[src/rtl/host_bus_pkg.sv]
package host_bus_pkg;
  localparam int unsigned HB_ADDR_W = 4;
  localparam int unsigned HB_DATA_W = 8;

  typedef struct packed {
    logic cs_n;
    logic wr_n;
    logic rd;
    logic mode;
  } hb_ctrl_t;

  localparam int unsigned HB_CTRL_W = $bits(hb_ctrl_t);
  localparam hb_ctrl_t HB_CTRL_IDLE = '{cs_n: 1'b1, wr_n: 1'b1, rd: 1'b0, mode: 1'b0};
endpackage

[src/rtl/hbi_sync.sv]
module hbi_sync #(
  parameter int unsigned W       = 1,
  parameter int unsigned STAGES  = 2,
  parameter logic [W-1:0] RST_VAL = '0
) (
  input  logic         clk_i,
  input  logic         rst_ni,
  input  logic [W-1:0] d_i,
  output logic [W-1:0] q_o
);
  logic [W-1:0] stage_q [STAGES];

  for (genvar s = 0; s < STAGES; s++) begin : g_stage
    logic [W-1:0] src;
    if (s == 0) begin : g_first
      assign src = d_i;
    end else begin : g_next
      assign src = stage_q[s-1];
    end
    always_ff @(posedge clk_i or negedge rst_ni) begin
      if (!rst_ni) stage_q[s] <= RST_VAL;
      else         stage_q[s] <= src;
    end
  end

  assign q_o = stage_q[STAGES-1];
endmodule

[src/rtl/hbi_mode_latch.sv]
module hbi_mode_latch #(
  parameter bit          MUX_EN = 1'b1,
  parameter int unsigned STAGES = 2,
  parameter int unsigned AW     = 4
) (
  input  logic          clk_i,
  input  logic          rst_ni,
  input  logic          mode_s_i,
  input  logic [AW-1:0] bus_lo_i,
  output logic          mux_o,
  output logic [AW-1:0] lat_addr_o
);
  // arm after the synchronizer has flushed its reset value
  logic [STAGES:0] arm_q;
  logic            mode_q;
  logic            primed;
  logic            edge_seen;
  logic            fall_seen;

  always_ff @(posedge clk_i or negedge rst_ni) begin
    if (!rst_ni) begin
      arm_q  <= '0;
      mode_q <= 1'b0;
    end else begin
      arm_q  <= {arm_q[STAGES-1:0], 1'b1};
      mode_q <= mode_s_i;
    end
  end

  assign primed    = arm_q[STAGES];
  assign edge_seen = primed && (mode_s_i != mode_q);
  assign fall_seen = edge_seen && mode_q;

  always_ff @(posedge clk_i or negedge rst_ni) begin
    if (!rst_ni)        lat_addr_o <= '0;
    else if (fall_seen) lat_addr_o <= bus_lo_i;
  end

  if (MUX_EN) begin : g_mux
    logic mux_q;
    always_ff @(posedge clk_i or negedge rst_ni) begin
      if (!rst_ni)        mux_q <= 1'b0;
      else if (edge_seen) mux_q <= 1'b1;
    end
    assign mux_o = mux_q;

    assert_mux_sticky_R7: assert property (@(posedge clk_i) disable iff (!rst_ni)
      mux_o |=> mux_o);
    assert_edge_sets_mux_R7: assert property (@(posedge clk_i) disable iff (!rst_ni)
      edge_seen |=> mux_o);
  end else begin : g_fixed
    assign mux_o = 1'b0;
  end
endmodule

[src/rtl/hbi_access.sv]
module hbi_access #(
  parameter int unsigned AW = 4,
  parameter int unsigned DW = 8
) (
  input  logic          clk_i,
  input  logic          rst_ni,
  input  logic          cs_n_i,
  input  logic          wr_n_i,
  input  logic          rd_i,
  input  logic          mux_i,
  input  logic [AW-1:0] pin_addr_i,
  input  logic [AW-1:0] lat_addr_i,
  input  logic [DW-1:0] bus_data_i,
  input  logic [DW-1:0] rdata_i,
  output logic [AW-1:0] reg_addr_o,
  output logic          reg_wr_o,
  output logic [DW-1:0] reg_wdata_o,
  output logic [DW-1:0] data_o,
  output logic          data_oe_o
);
  logic active;
  logic act_q;

  assign active = !cs_n_i && !wr_n_i;

  always_ff @(posedge clk_i or negedge rst_ni) begin
    if (!rst_ni) act_q <= 1'b0;
    else         act_q <= active;
  end

  assign reg_addr_o  = mux_i ? lat_addr_i : pin_addr_i;
  assign reg_wr_o    = active && !act_q && !rd_i;
  assign reg_wdata_o = bus_data_i;
  assign data_oe_o   = active && rd_i;
  assign data_o      = data_oe_o ? rdata_i : '0;

  assert_single_write_R2: assert property (@(posedge clk_i) disable iff (!rst_ni)
    reg_wr_o |=> !reg_wr_o);
  assert_no_write_on_read_R3: assert property (@(posedge clk_i) disable iff (!rst_ni)
    data_oe_o |-> !reg_wr_o);
  assert_cs_gates_access_R4: assert property (@(posedge clk_i) disable iff (!rst_ni)
    cs_n_i |-> !(reg_wr_o || data_oe_o));
  assert_strobe_gates_access_R5: assert property (@(posedge clk_i) disable iff (!rst_ni)
    wr_n_i |-> !(reg_wr_o || data_oe_o));
endmodule

[src/rtl/hbi_irq.sv]
module hbi_irq #(
  parameter int unsigned N = 4
) (
  input  logic         clk_i,
  input  logic         rst_ni,
  input  logic [N-1:0] req_i,
  input  logic [N-1:0] en_i,
  output logic         irq_no
);
  always_ff @(posedge clk_i or negedge rst_ni) begin
    if (!rst_ni) irq_no <= 1'b1;
    else         irq_no <= ~|(req_i & en_i);
  end

  assert_irq_low_when_pending_R10: assert property (@(posedge clk_i) disable iff (!rst_ni)
    (|(req_i & en_i)) |=> !irq_no);
  assert_irq_high_when_idle_R10: assert property (@(posedge clk_i) disable iff (!rst_ni)
    !(|(req_i & en_i)) |=> irq_no);
endmodule

[src/rtl/host_bus_if.sv]
module host_bus_if
  import host_bus_pkg::*;
#(
  parameter bit          MUX_EN      = 1'b1,
  parameter int unsigned SYNC_STAGES = 2,
  parameter int unsigned N_IRQ       = 4
) (
  input  logic                 clk_i,
  input  logic                 rst_ni,
  input  logic                 cs_ni,
  input  logic                 wr_ni,
  input  logic                 rd_i,
  input  logic                 mode_i,
  input  logic [HB_ADDR_W-1:0] addr_i,
  input  logic [HB_DATA_W-1:0] data_i,
  output logic [HB_DATA_W-1:0] data_o,
  output logic                 data_oe_o,
  output logic [HB_ADDR_W-1:0] reg_addr_o,
  output logic                 reg_wr_o,
  output logic [HB_DATA_W-1:0] reg_wdata_o,
  input  logic [HB_DATA_W-1:0] reg_rdata_i,
  input  logic [N_IRQ-1:0]     irq_req_i,
  input  logic [N_IRQ-1:0]     irq_en_i,
  output logic                 irq_no,
  output logic                 mux_mode_o
);
  localparam int unsigned BUS_W = HB_ADDR_W + HB_DATA_W;

  hb_ctrl_t             ctrl_raw, ctrl_s;
  logic [HB_CTRL_W-1:0] ctrl_s_bits;
  logic [BUS_W-1:0]     bus_s;
  logic [HB_ADDR_W-1:0] addr_s, lat_addr;
  logic [HB_DATA_W-1:0] data_s;

  assign ctrl_raw = '{cs_n: cs_ni, wr_n: wr_ni, rd: rd_i, mode: mode_i};

  hbi_sync #(.W(HB_CTRL_W), .STAGES(SYNC_STAGES), .RST_VAL(HB_CTRL_IDLE)) u_sync_ctrl (
    .clk_i, .rst_ni, .d_i(ctrl_raw), .q_o(ctrl_s_bits)
  );
  assign ctrl_s = hb_ctrl_t'(ctrl_s_bits);

  hbi_sync #(.W(BUS_W), .STAGES(SYNC_STAGES), .RST_VAL('0)) u_sync_bus (
    .clk_i, .rst_ni, .d_i({addr_i, data_i}), .q_o(bus_s)
  );
  assign {addr_s, data_s} = bus_s;

  hbi_mode_latch #(.MUX_EN(MUX_EN), .STAGES(SYNC_STAGES), .AW(HB_ADDR_W)) u_mode (
    .clk_i, .rst_ni,
    .mode_s_i  (ctrl_s.mode),
    .bus_lo_i  (data_s[HB_ADDR_W-1:0]),
    .mux_o     (mux_mode_o),
    .lat_addr_o(lat_addr)
  );

  hbi_access #(.AW(HB_ADDR_W), .DW(HB_DATA_W)) u_access (
    .clk_i, .rst_ni,
    .cs_n_i     (ctrl_s.cs_n),
    .wr_n_i     (ctrl_s.wr_n),
    .rd_i       (ctrl_s.rd),
    .mux_i      (mux_mode_o),
    .pin_addr_i (addr_s),
    .lat_addr_i (lat_addr),
    .bus_data_i (data_s),
    .rdata_i    (reg_rdata_i),
    .reg_addr_o (reg_addr_o),
    .reg_wr_o   (reg_wr_o),
    .reg_wdata_o(reg_wdata_o),
    .data_o     (data_o),
    .data_oe_o  (data_oe_o)
  );

  hbi_irq #(.N(N_IRQ)) u_irq (
    .clk_i, .rst_ni, .req_i(irq_req_i), .en_i(irq_en_i), .irq_no(irq_no)
  );

  assert_dedicated_addr_R6: assert property (@(posedge clk_i) disable iff (!rst_ni)
    !mux_mode_o |-> reg_addr_o == addr_s);
endmodule

[config.mk]
export PLATFORM = sky130hd
export DESIGN_NAME = host_bus_if
export DESIGN_NICKNAME = d
export VERILOG_FILES = /design/src/rtl/host_bus_pkg.sv /design/src/rtl/hbi_sync.sv /design/src/rtl/hbi_mode_latch.sv /design/src/rtl/hbi_access.sv /design/src/rtl/hbi_irq.sv /design/src/rtl/host_bus_if.sv
export SDC_FILE = /design/constraint.sdc
export NUM_CORES = 1
export LEC_CHECK = 0
export BUFFER_PORTS_ARGS = -buffer_cell sky130_fd_sc_hd__buf_2
export CAP_MARGIN = 15
export CORE_MARGIN = 1.5
export CORE_UTILIZATION = 49
export CTS_CLUSTER_DIAMETER = 120
export CTS_CLUSTER_SIZE = 28
export DETAILED_ROUTE_END_ITERATION = 10
export PLACE_DENSITY = 0.85
export SETUP_SLACK_MARGIN = 0.05
export SYNTH_ARGS = -nofsm -noshare
export SYNTH_HDL_FRONTEND = slang
export SYNTH_SLANG_ARGS = --single-unit
[constraint.sdc]
create_clock -name clk_i -period 2.5 [get_ports clk_i]
set_input_delay 0 -clock clk_i [delete_from_list [all_inputs] [get_ports clk_i]]
set_output_delay 0 -clock clk_i [all_outputs]
set_load 0.1 [all_outputs]
== Word level (Yosys, flattened, before mapping) ==
Cells that the tools add are included.
Widths: inputs -> output; s select.
Cells by class
  equality and inequality tests: 1
  bitwise logic cells: 1
  multiplexer cells: 2
  reductions and logical operators: 12
Operator list (count)
  $mux 8: 1
  $logic_and 1x1->1: 6
  $logic_not 1->1: 5
  $and 4x4->4: 1
  $mux 4: 1
  $reduce_or 4->1: 1
  $ne 1x1->1: 1
Word-level totals
  register bits after elaboration: 43
  input bits: 34
  output and inout port bits: 24
  logic and storage cells: 26

== Longest topological paths before layout ==
Gate-level depths: netlist (run 1).
  depth after elaboration: 4
  gate-level depth with buffers: 2
  mapped depth without buffers: 2

== Cells and area by module ==
A second synthesis (run 1) with hierarchy kept.
Second synthesis, totals
  cell total of the unflattened synthesis: 78
  area total of the unflattened synthesis: 1451.4 µm²
Modules (own cells, without submodules)
  hbi_sync (u_sync_bus): instances 1, cells each 24, sequential area each 600.6 µm², area each 600.6 µm²
  hbi_mode_latch: instances 1, cells each 17, sequential area each 225.2 µm², area each 325.3 µm²
  hbi_access: instances 1, cells each 26, sequential area each 25.0 µm², area each 270.3 µm²
  hbi_sync (u_sync_ctrl): instances 1, cells each 8, sequential area each 205.2 µm², area each 205.2 µm²
  hbi_irq: instances 1, cells each 3, sequential area each 26.3 µm², area each 50.0 µm²

== Least setup slack after synthesis (run 1) ==
Ideal clock, no wire load.
  kind: reg2out
  start point: register u_access.act_q
  end point: output port reg_wr_o
  path buffers: 0
  stages on the path, launching flop included: 2
  slack: -0.773 ns
  arrival: 3.273 ns
  data required time: 2.500 ns
  cells stage by stage: dfrtp_1 -> nor4_1
Between the ends
  cells in the longest elaborated chain, start to end: 3
RTL lines
  start: declaration: RTL line hbi_access.sv:22  | logic act_q;
  start signal: assignment: RTL line hbi_access.sv:28  | else act_q <= active;
  $logic_not 1->1: RTL line hbi_access.sv:32  | assign reg_wr_o = active && !act_q && !rd_i;
  $logic_and 1x1->1 (2 in series): RTL line hbi_access.sv:32
  end: declaration: RTL line host_bus_if.sv:19  | output logic reg_wr_o,
Every way passes these cells.

== Worst setup path in the final report (run 1) ==
  start point: register u_sync_ctrl.stage_q (netlist bit u_sync_ctrl.q_o[2])
  end point: output port data_o[3]
Between the ends
  cells in the longest elaborated chain, start to end: 4
RTL lines
  start: declaration: RTL line hbi_sync.sv:11  | logic [W-1:0] stage_q [STAGES];
  start signal: indexed assignment: RTL line hbi_sync.sv:22  | else stage_q[s] <= src;
  $logic_not 1->1: RTL line hbi_access.sv:24  | assign active = !cs_n_i && !wr_n_i;
  $logic_and 1x1->1: RTL line hbi_access.sv:24
  $logic_and 1x1->1: RTL line hbi_access.sv:34  | assign data_oe_o = active && rd_i;
  $mux 8: RTL line hbi_access.sv:35  | assign data_o = data_oe_o ? rdata_i : '0;
  end: declaration: RTL line host_bus_if.sv:16  | output logic [HB_DATA_W-1:0] data_o,
Every way passes these cells.

==> flow_summary.ini, run 1 <==
[logic_synthesis]
yosys.area.top_type_share_pct = 68.7
ys_warn_count = 0
netlist_area_um2 = 1380
seq_area_frac_synth_pct = 78.2
syn_nets = 110
syn_inst = 76
synthTopCellsByArea = dfrtp_1, dfstp_2, buf_4
synth.avg_cell_area_um2 = 18.2
ys_ff_latch = 43
synth_cell_type_count = 15
yosys.area.top_type = dfrtp_1

[sta]
layout_min_cycle_time_ns = 1.65
period_share_pct = 65.9
rsz0062_at_grt = false
skew_ns = 0.0108
hold_violations = 0
setup_viol = 0
holdWs_ns = 0.289
slew_headroom_pct = 41.7
drv_slew = 0
max_clock_freq_mhz = 607
tightest_slew_ns = 0.874
fin_tns_setup_ns = 0

[power]
sw_frac_of_total_pct = 33.3
power.leakage_nw = 0.960
power_frac_comb_pct = 22.8
vdd_drop_max_v = 0.000658
p_int_mw = 0.938
clock_power_share_pct = 22.8
power_switching_mw = 0.468
seqPwrFrac_pct = 54.4
power_density_nw_per_um2 = 741

[global_routing]
grtUsageTotal_pct = 19.2
grt_pass1_vias = 957
grt_pass1_wl_mm = 4.35
grt_max_degree = 44
grt_overflow = 0
antenna_found_initial = 0

[drt]
wl_per_cell_um = 14.4
routed_wl_mm = 2.63
drt_iter0_drc = 25
drc = 0
ant_nets = 0
dr.pass1.iters = 4
viasPerCell = 4.64
via_count = 849

[floorplanning]
initial_utilization_pct = 51.1
rows = 19
die_h_um = 56.1
pin_count = 58
die_area_um2 = 3150
die_w_um = 56.1
core_area_um2 = 2710

[run]
maxCapViolCount = 0

[finish]
area_growth_pct = 37.2
stdcell_count = 183
num-nets-final = 185
drive_gt1_share_pct = 52.6
n_antenna_cell = 0
final_cell_mix = buf_2, dfrtp_1, dlygate4sd3_1, and2_1
final_common_cell = buf_2

[worst_setup_path]
cp.depth = 3
rrSetupSlack_ns = 1.45
crit_buf_inv = 1
rr_startpoint = u_sync_ctrl.q_o[0]
cp_data_arrival_time_ns = 1.65
crit_fanout = 9
max_stage_delay_ns = 0.42
worst-setup-path-type = reg2out
critPathLaunchType = flop
critPathSlowestCell = buf_2
reg2reg_to = u_mode.lat_addr_o[3]
cp.required_ns = 2.50
crit_path_end_kind = primary output
cp_cell_sequence = nor3b_4 -> and2_1 -> buf_2
rr_worst_depth = 2
critPathTopFamily = simple AND/OR/NAND/NOR gates

[worst_hold_path]
hp-class = in2reg
hold_path_end = u_sync_ctrl.g_stage[1].src[0]
min-delay-start = mode_i
holdPathStages = 2

[clocking]
cts.clk_slew.worst_paths_ns = 0.11
cts_sinks = 43
cts_resized = 0
numCtsBuffers = 5
clock_latency_ns = 0.35
ctsHtreeMaxLevel = 2
cts_root_buffer = clkbuf_4
clockBufferDepth = 2
cts_tree = done

[placement]
port_buffers = 57
place_inst = 156
dp_hpwl_mm = 1.43
gp_congestion = 0.672

[run_status]
status = completed
final cells by class:
cell class / count / area, um^2
clock buffers: 6 / 41.3
well taps: 31 / 38.8
repair buffers: 76 / 475
multi-input cells: 25 / 248
clock inverters: 2 / 12.5
flip-flops and latches: 43 / 1080
fillers: 187 / 812
state kept, by name, indices dropped and copies added (netlist names):
register and cells:
u_sync_bus.g_stage.src 12, u_sync_bus.q_o 12, u_mode.lat_addr_o 4, u_sync_ctrl.g_stage.src 4, u_sync_ctrl.q_o 4, u_mode.arm_q 3, u_access.act_q 1, u_irq.irq_no 1
u_mode.mode_q 1, u_mode.mux_o 1
how the worst max path moves through the flow:
stage,slack [ns],startpoint,end
CTS,0.82,u_sync_ctrl.q_o[2],data_o[3]
global placement,1.29,u_sync_ctrl.q_o[2],data_o[0]
finish,0.85,u_sync_ctrl.q_o[2],data_o[3]
detailed placement,1.23,u_sync_ctrl.q_o[2],data_o[3]
floorplan,0.31,u_sync_ctrl.q_o[2],data_o[0]
global route,0.73,u_sync_ctrl.q_o[2],data_o[7]
kinds of logic after synthesis:
| logic type | after synthesis | share of synthesized area (%) |
|---|---|---|
| AO/OA/AOI/OAI | 3 | 1.81 |
| XOR/XNOR | 1 | 0.633 |
| buffers and inverters | 8 | 4.34 |
| flip-flops | 43 | 78.2 |
| multiplexers | 8 | 7.59 |
| other | 1 | 0.271 |
| AND/OR/NAND/NOR | 12 | 7.14 |
cell usage after synthesis (all sizes together):
cell    number
nand3b       1
a22o         1
nor3b        1
conb         1
dfrtp       38
buf          8
nor4         1
nor2         1
dfstp        5
mux2         8
and2         8
xor2         1
a21o         1
a221oi       1
stage by stage:
step / util [%] / area (um^2) / power [mW] / setup slack [ns]
6_report: 70.0 / 1900 / 1.41 / 0.854
5_1_grt: 70.0 / 1900 / 1.46 / 0.735
4_1_cts: 70.0 / 1900 / 1.40 / 0.824
3_5_place_dp: 61.0 / 1650 / 1.07 / 1.23
2_1_floorplan: - / 1390 / 1.01 / 0.310
3_3_place_gp: 61.0 / 1650 / 1.07 / 1.29
worst reg2reg max path: cells and delay by family, from the launching register on:
kind,cells,cell delay (ns)
flip-flops,1,0.43
multiplexers,1,0.31
AND/OR/NAND/NOR,1,0.21
power by group through the flow:
stage | combinational (mW) | clock (mW) | sequential (mW)
global route | 0.336 | 0.354 | 0.769
floorplan | 0.230 | 0 | 0.782
detailed placement | 0.295 | 0 | 0.777
global placement | 0.292 | 0 | 0.774
finish | 0.321 | 0.321 | 0.765
CTS | 0.319 | 0.323 | 0.763
per-layer routing:
metal	vias to the layer above	wire [um]	global-route usage, %
met5	-	0	0
met4	0	36	9.18
met3	3	235	5.58
met2	47	1420	32.3
met1	411	942	22.7
li1	388	-	-
repair_timing:
item                                   CTS  global route
buffers inserted                         0             0
hold buffers                            19             0
endpoints found under the hold margin   55             0
Note: power is estimated with default switching activity, not from simulation.
==> run 2, diff against run 1 <==
Settings changed: ABC_AREA from default to 1, CORE_UTILIZATION 49 to 46, PLACE_DENSITY 0.85 to 0.8.
Clock period 2.5 ns to 1.62 ns, I/O delays scaled along.
==> run 2 against run 1 <==
Against the previous run:
- synthesized area increased by 1.4%
- sequential power increased by 53%
- utilization increased by 2.5 points
- final cell count increased by 25%
- register-to-register slack got worse by 0.75 ns
- non-clock buffer count increased by 7
- via count increased by 21%
- critical path depth increased by 1
- design area increased by 8.1%
- critical endpoint is now data_o[1]
==> flow_summary.ini, run 2 <==
[clocking]
clock_latency_ns = 0.34
ctsHtreeMaxLevel = 2
cts.clk_slew.worst_paths_ns = 0.12
cts_sinks = 43
cts_tree = done
cts_setup_buffers = 0
cts_root_buffer = clkbuf_4
numCtsBuffers = 5
clockBufferDepth = 2

[logic_synthesis]
synth_cell_type_count = 13
synth_common_cells = dfrtp_1, nand2_1, inv_1, nor2_1, buf_4
synthTopCellsByArea = dfrtp_1, dfstp_2, nand2_1
synth-edff-count = 0
netlist_area_um2 = 1400
syn_nets = 148
ys_ff_latch = 43
ys_warn_count = 0
synth.avg_cell_area_um2 = 12.3
yosys.area.top_type_share_pct = 67.8
syn_inst = 114
ys.flop_type = dfrtp_1
yosys.area.top_type = dfrtp_1
synth.most_common_cell = dfrtp_1
seq_area_frac_synth_pct = 77.2
async_reset_ff_share_pct = 100

[sta]
layout_min_cycle_time_ns = 1.49
setup_slack_ns = 0.129
skew_ns = 0.0125
setup_viol = 0
max_clock_freq_mhz = 671
hold_violations = 0
drv_slew = 0
period_share_pct = 92.0
rsz0062_at_grt = false

[drt]
via_count = 1025
drt_iter0_drc = 37
viasPerCell = 4.50
wl_per_cell_um = 13.4
drc = 0
routed_wl_mm = 3.05
dr.pass1.iters = 6
ant_nets = 0

[finish]
multiInputGateArea_um2 = 213
area_growth_pct = 46.3
final-seq-area_um2 = 1080
final_cell_mix = buf_2, dfrtp_1, nand2_1, dlygate4sd3_1, inv_1
drive_gt1_share_pct = 38.1
utilization_pct = 72.5
stdcell_area_um2 = 2050
final_common_cell = buf_2
fillers = 181
n_antenna_cell = 0
num-nets-final = 230

[floorplanning]
pin_count = 58
die_h_um = 58.2
rows = 19
core_area_um2 = 2830
die_w_um = 58.2
die_area_um2 = 3390
initial_utilization_pct = 49.6

[global_routing]
antenna_found_initial = 0
grtUsageTotal_pct = 20.0
grt_max_degree = 30
grt_overflow = 0
grt_pass1_vias = 1131
grt_pass1_wl_mm = 4.82

[worst_setup_path]
cp_data_arrival_time_ns = 1.49
crit_path_end_kind = primary output
crit_fanout = 9
cp.required_ns = 1.62
rrSetupSlack_ns = 0.70
reg2reg_to = u_mode.lat_addr_o[2]
rr_startpoint = u_sync_ctrl.q_o[0]
worst-setup-path-type = reg2out
rr_worst_depth = 4
critPathLaunchType = flop

[power]
power_density_nw_per_um2 = 1190
vdd_drop_max_v = 0.00118
power.leakage_nw = 1.10

[placement]
placed_area_um2 = 1680
port_buffers = 57
place_ws_ns = 0.456
gp_congestion = 0.728
dp_hpwl_mm = 1.77

[worst_hold_path]
hp-class = in2async

[run]
maxCapViolCount = 0

[run_status]
status = completed
## run 2: changes by cell type after synthesis, moves of 4 or more
cell / previous run / this run
inv_1: 0 / 14
mux2_2: 4 / 0
and2_1: 8 / 0
nor2_1: 1 / 9
nand4_1: 0 / 4
mux2_4: 4 / 0
nand2_1: 0 / 30
## run 2: cell type report
| cell class | count | share of cell area (%) |
|---|---|---|
| clock buffers | 6 | 2.01 |
| clock inverters | 2 | 2.93 |
| inverters | 14 | 2.56 |
| multi-input cells | 49 | 10.4 |
| flip-flops and latches | 43 | 52.8 |
| well taps | 31 | 1.89 |
| repair buffers | 83 | 27.4 |
## run 2: worst max-delay path by stage
stage	depth (start not counted)	start	to	slack, ns
detailed placement	4	u_sync_ctrl.q_o[2]	data_o[4]	0.46
floorplan	3	u_sync_ctrl.q_o[2]	data_o[0]	-0.22
global placement	4	u_sync_ctrl.q_o[2]	data_o[5]	0.52
finish	4	u_sync_ctrl.q_o[2]	data_o[1]	0.13
CTS	4	u_sync_ctrl.q_o[2]	data_o[0]	0.07
global route	4	u_sync_ctrl.q_o[2]	data_o[1]	0.03
## run 2: cells by family after synthesis
kind of cell / after synthesis / synth area share [%]
buffers and inverters: 22 / 8.03
other: 1 / 0.267
flip-flops: 43 / 77.2
AND/OR/NAND/NOR: 48 / 14.5
## run 2: where the power goes
part / internal [mW] / switching (mW) / total, mW
registers: 1.14 / 0.0300 / 1.17
logic: 0.117 / 0.356 / 0.473
clock network: 0.482 / 0.317 / 0.799
## run 2: what timing repair did
action,in CTS,in global routing
resized for setup,1,7
endpoints found under the hold margin,55,0
setup endpoints to repair,1,7
hold buffers,25,0
## run 2: per-stage QoR
stage                     cells  setup TNS (ns)  hold WS [ns]  power [mW]
after global placement      195               0       -0.0973        1.60
after floorplan             114           -1.79        -0.296        1.52
final                       228               0        0.0625        2.44
after detailed placement    195               0       -0.0886        1.61
after global routing        228               0         0.104        2.54
after CTS                   228               0        0.0632        2.45
## run 2: critical path, cell delays in order, from the launching register on
cell and delay, ns:
dfstp_2 0.39, nor2_2 0.13, nand2_2 0.12, nor2_1 0.15, clkbuf_4 0.36
## run 2: per-layer routing
layer | GRT usage [%] | up-vias | part of all wire [%]
met3 | 5.80 | 4 | 6.1
met5 | 0 | - | 0
met1 | 21.1 | 485 | 36
li1 | - | 496 | -
met2 | 36.4 | 40 | 57
met4 | 9.63 | 0 | 1.2
==> run 3, diff against run 2 <==
Settings changed: CORE_UTILIZATION 46 to 43, PLACE_DENSITY 0.8 to 0.76.
==> run 3 against run 2 <==
Against the previous run:
- combinational power decreased by 0.8%
- die area increased by 6.6%
- fmax increased by 0.39%
- final cell count increased by 5.7%
- clock skew decreased by 0.0048 ns
- total power decreased by 13%
- non-clock buffer count unchanged
- highest routed layer unchanged
==> flow_summary.ini, run 3 (synthesis results as in run 2) <==
[floorplanning]
die_w_um = 60.1
rows = 20
die_h_um = 60.1
initial_utilization_pct = 45.6
pin_count = 58
die_area_um2 = 3610
core_area_um2 = 3080

[sta]
slew_headroom_pct = 48.1
max_clock_freq_mhz = 673
layout_min_cycle_time_ns = 1.49
skew_ns = 0.00768
hold_violations = 0
drv_slew = 0
rsz0062_at_grt = false
setup_slack_ns = 0.135
setup_viol = 0
fin_tns_setup_ns = 0
tightest_slew_ns = 0.778
holdWs_ns = 0.266
period_share_pct = 91.7

[drt]
dr.pass1.iters = 4
drc = 0
wl_per_cell_um = 11.3
routed_wl_mm = 2.73
via_count = 1014
viasPerCell = 4.21
ant_nets = 0
drt_iter0_drc = 41

[clocking]
clock_latency_ns = 0.34
ctsHtreeMaxLevel = 2
numCtsBuffers = 5
cts.clk_slew.worst_paths_ns = 0.12
cts_sinks = 43
clockBufferDepth = 2
cts_root_buffer = clkbuf_4
cts_tree = done

[worst_hold_path]
hp-class = in2async

[worst_setup_path]
crit_fanout = 9
critPathSlowestCell = buf_2
max_stage_delay_ns = 0.42
worst-setup-path-type = reg2out
cp_cell_sequence = nor2_2 -> nand2_2 -> inv_1 -> buf_2
cp.required_ns = 1.62
cp_data_arrival_time_ns = 1.49
critPathTopFamily = buffers and inverters
critPathLaunchType = flop
crit_buf_inv = 2
crit_path_end_kind = primary output

[finish]
n_antenna_cell = 0
final_cell_mix = buf_2, dfrtp_1, nand2_1, dlygate4sd3_1, inv_1
drive_gt1_share_pct = 38.1
utilization_pct = 65.7
area_growth_pct = 44.1
num-nets-final = 230
final_common_cell = buf_2

[run_status]
status = completed

[placement]
dp_hpwl_mm = 1.70
place_ws_ns = 0.439
gp_congestion = 0.696
port_buffers = 57

[global_routing]
grt_max_degree = 39
grtUsageTotal_pct = 16.8
antenna_found_initial = 0
grt_overflow = 0
grt_pass1_wl_mm = 4.18
grt_pass1_vias = 1044

[power]
total_power_mw = 2.12
power_density_nw_per_um2 = 1050
vdd_drop_max_v = 0.000708
power.leakage_nw = 1.07

[run]
maxCapViolCount = 0
## run 3: layout make-up
type	count	area [um^2]
flip-flops and latches	43	1080
clock inverters	2	12.5
inverters	14	52.6
clock buffers	6	41.3
well taps	44	55.1
repair buffers	83	563
fillers	231	1060
multi-input cells	49	213
## run 3: metal layers
metal / GRT usage (%) / vias to the layer above / routed length (um)
met5: 0 / - / 0
met2: 29.3 / 43 / 1510
met1: 17.7 / 467 / 988
li1: - / 498 / -
met4: 8.57 / 0 / 42
met3: 5.63 / 6 / 192
## run 3: repair_timing
action,4_1_cts,5_1_grt
setup endpoints to repair,2,6
hold buffers,25,0
gates cloned,0,0
setup buffers,0,0
endpoints found under the hold margin,49,0
resized for setup,2,6
## run 3: final timing paths
path | depth (start not counted) | to | slack, ns | start
worst min register to register | 0 | u_sync_ctrl.q_o[3] | 0.36 | u_sync_ctrl.g_stage[1].src[3]
max in group asynchronous | 3 | u_sync_bus.g_stage[1].src[5] | 0.76 | rst_ni
worst max register to register | 4 | u_mode.lat_addr_o[0] | 0.71 | u_sync_ctrl.q_o[0]
worst min-delay path | 2 | u_sync_bus.g_stage[1].src[0] | 0.27 | rst_ni
min in group clk_i | 2 | u_sync_bus.g_stage[1].src[0] | 0.28 | data_i[0]
worst max-delay path | 4 | data_oe_o | 0.13 | u_sync_ctrl.q_o[2]
## run 3: power by group
group	total, mW	switching [mW]	internal [mW]
Clock	0.479	0.312	0.168
Combinational	0.469	0.352	0.117
Sequential	1.17	0.0290	1.14
## run 3: stage by stage
stage,instance area [um^2],std cells
finish,2020,241
global route,2020,241
CTS,2010,241
detailed placement,1700,208
global placement,1700,208
floorplan,1410,114
## run 3: worst register-to-register path: stages, from the launching register on
cell,delay (ns)
dfrtp_1,0.41
inv_1,0.15
nand3_2,0.12
nand2_1,0.08
nand2_1,0.05
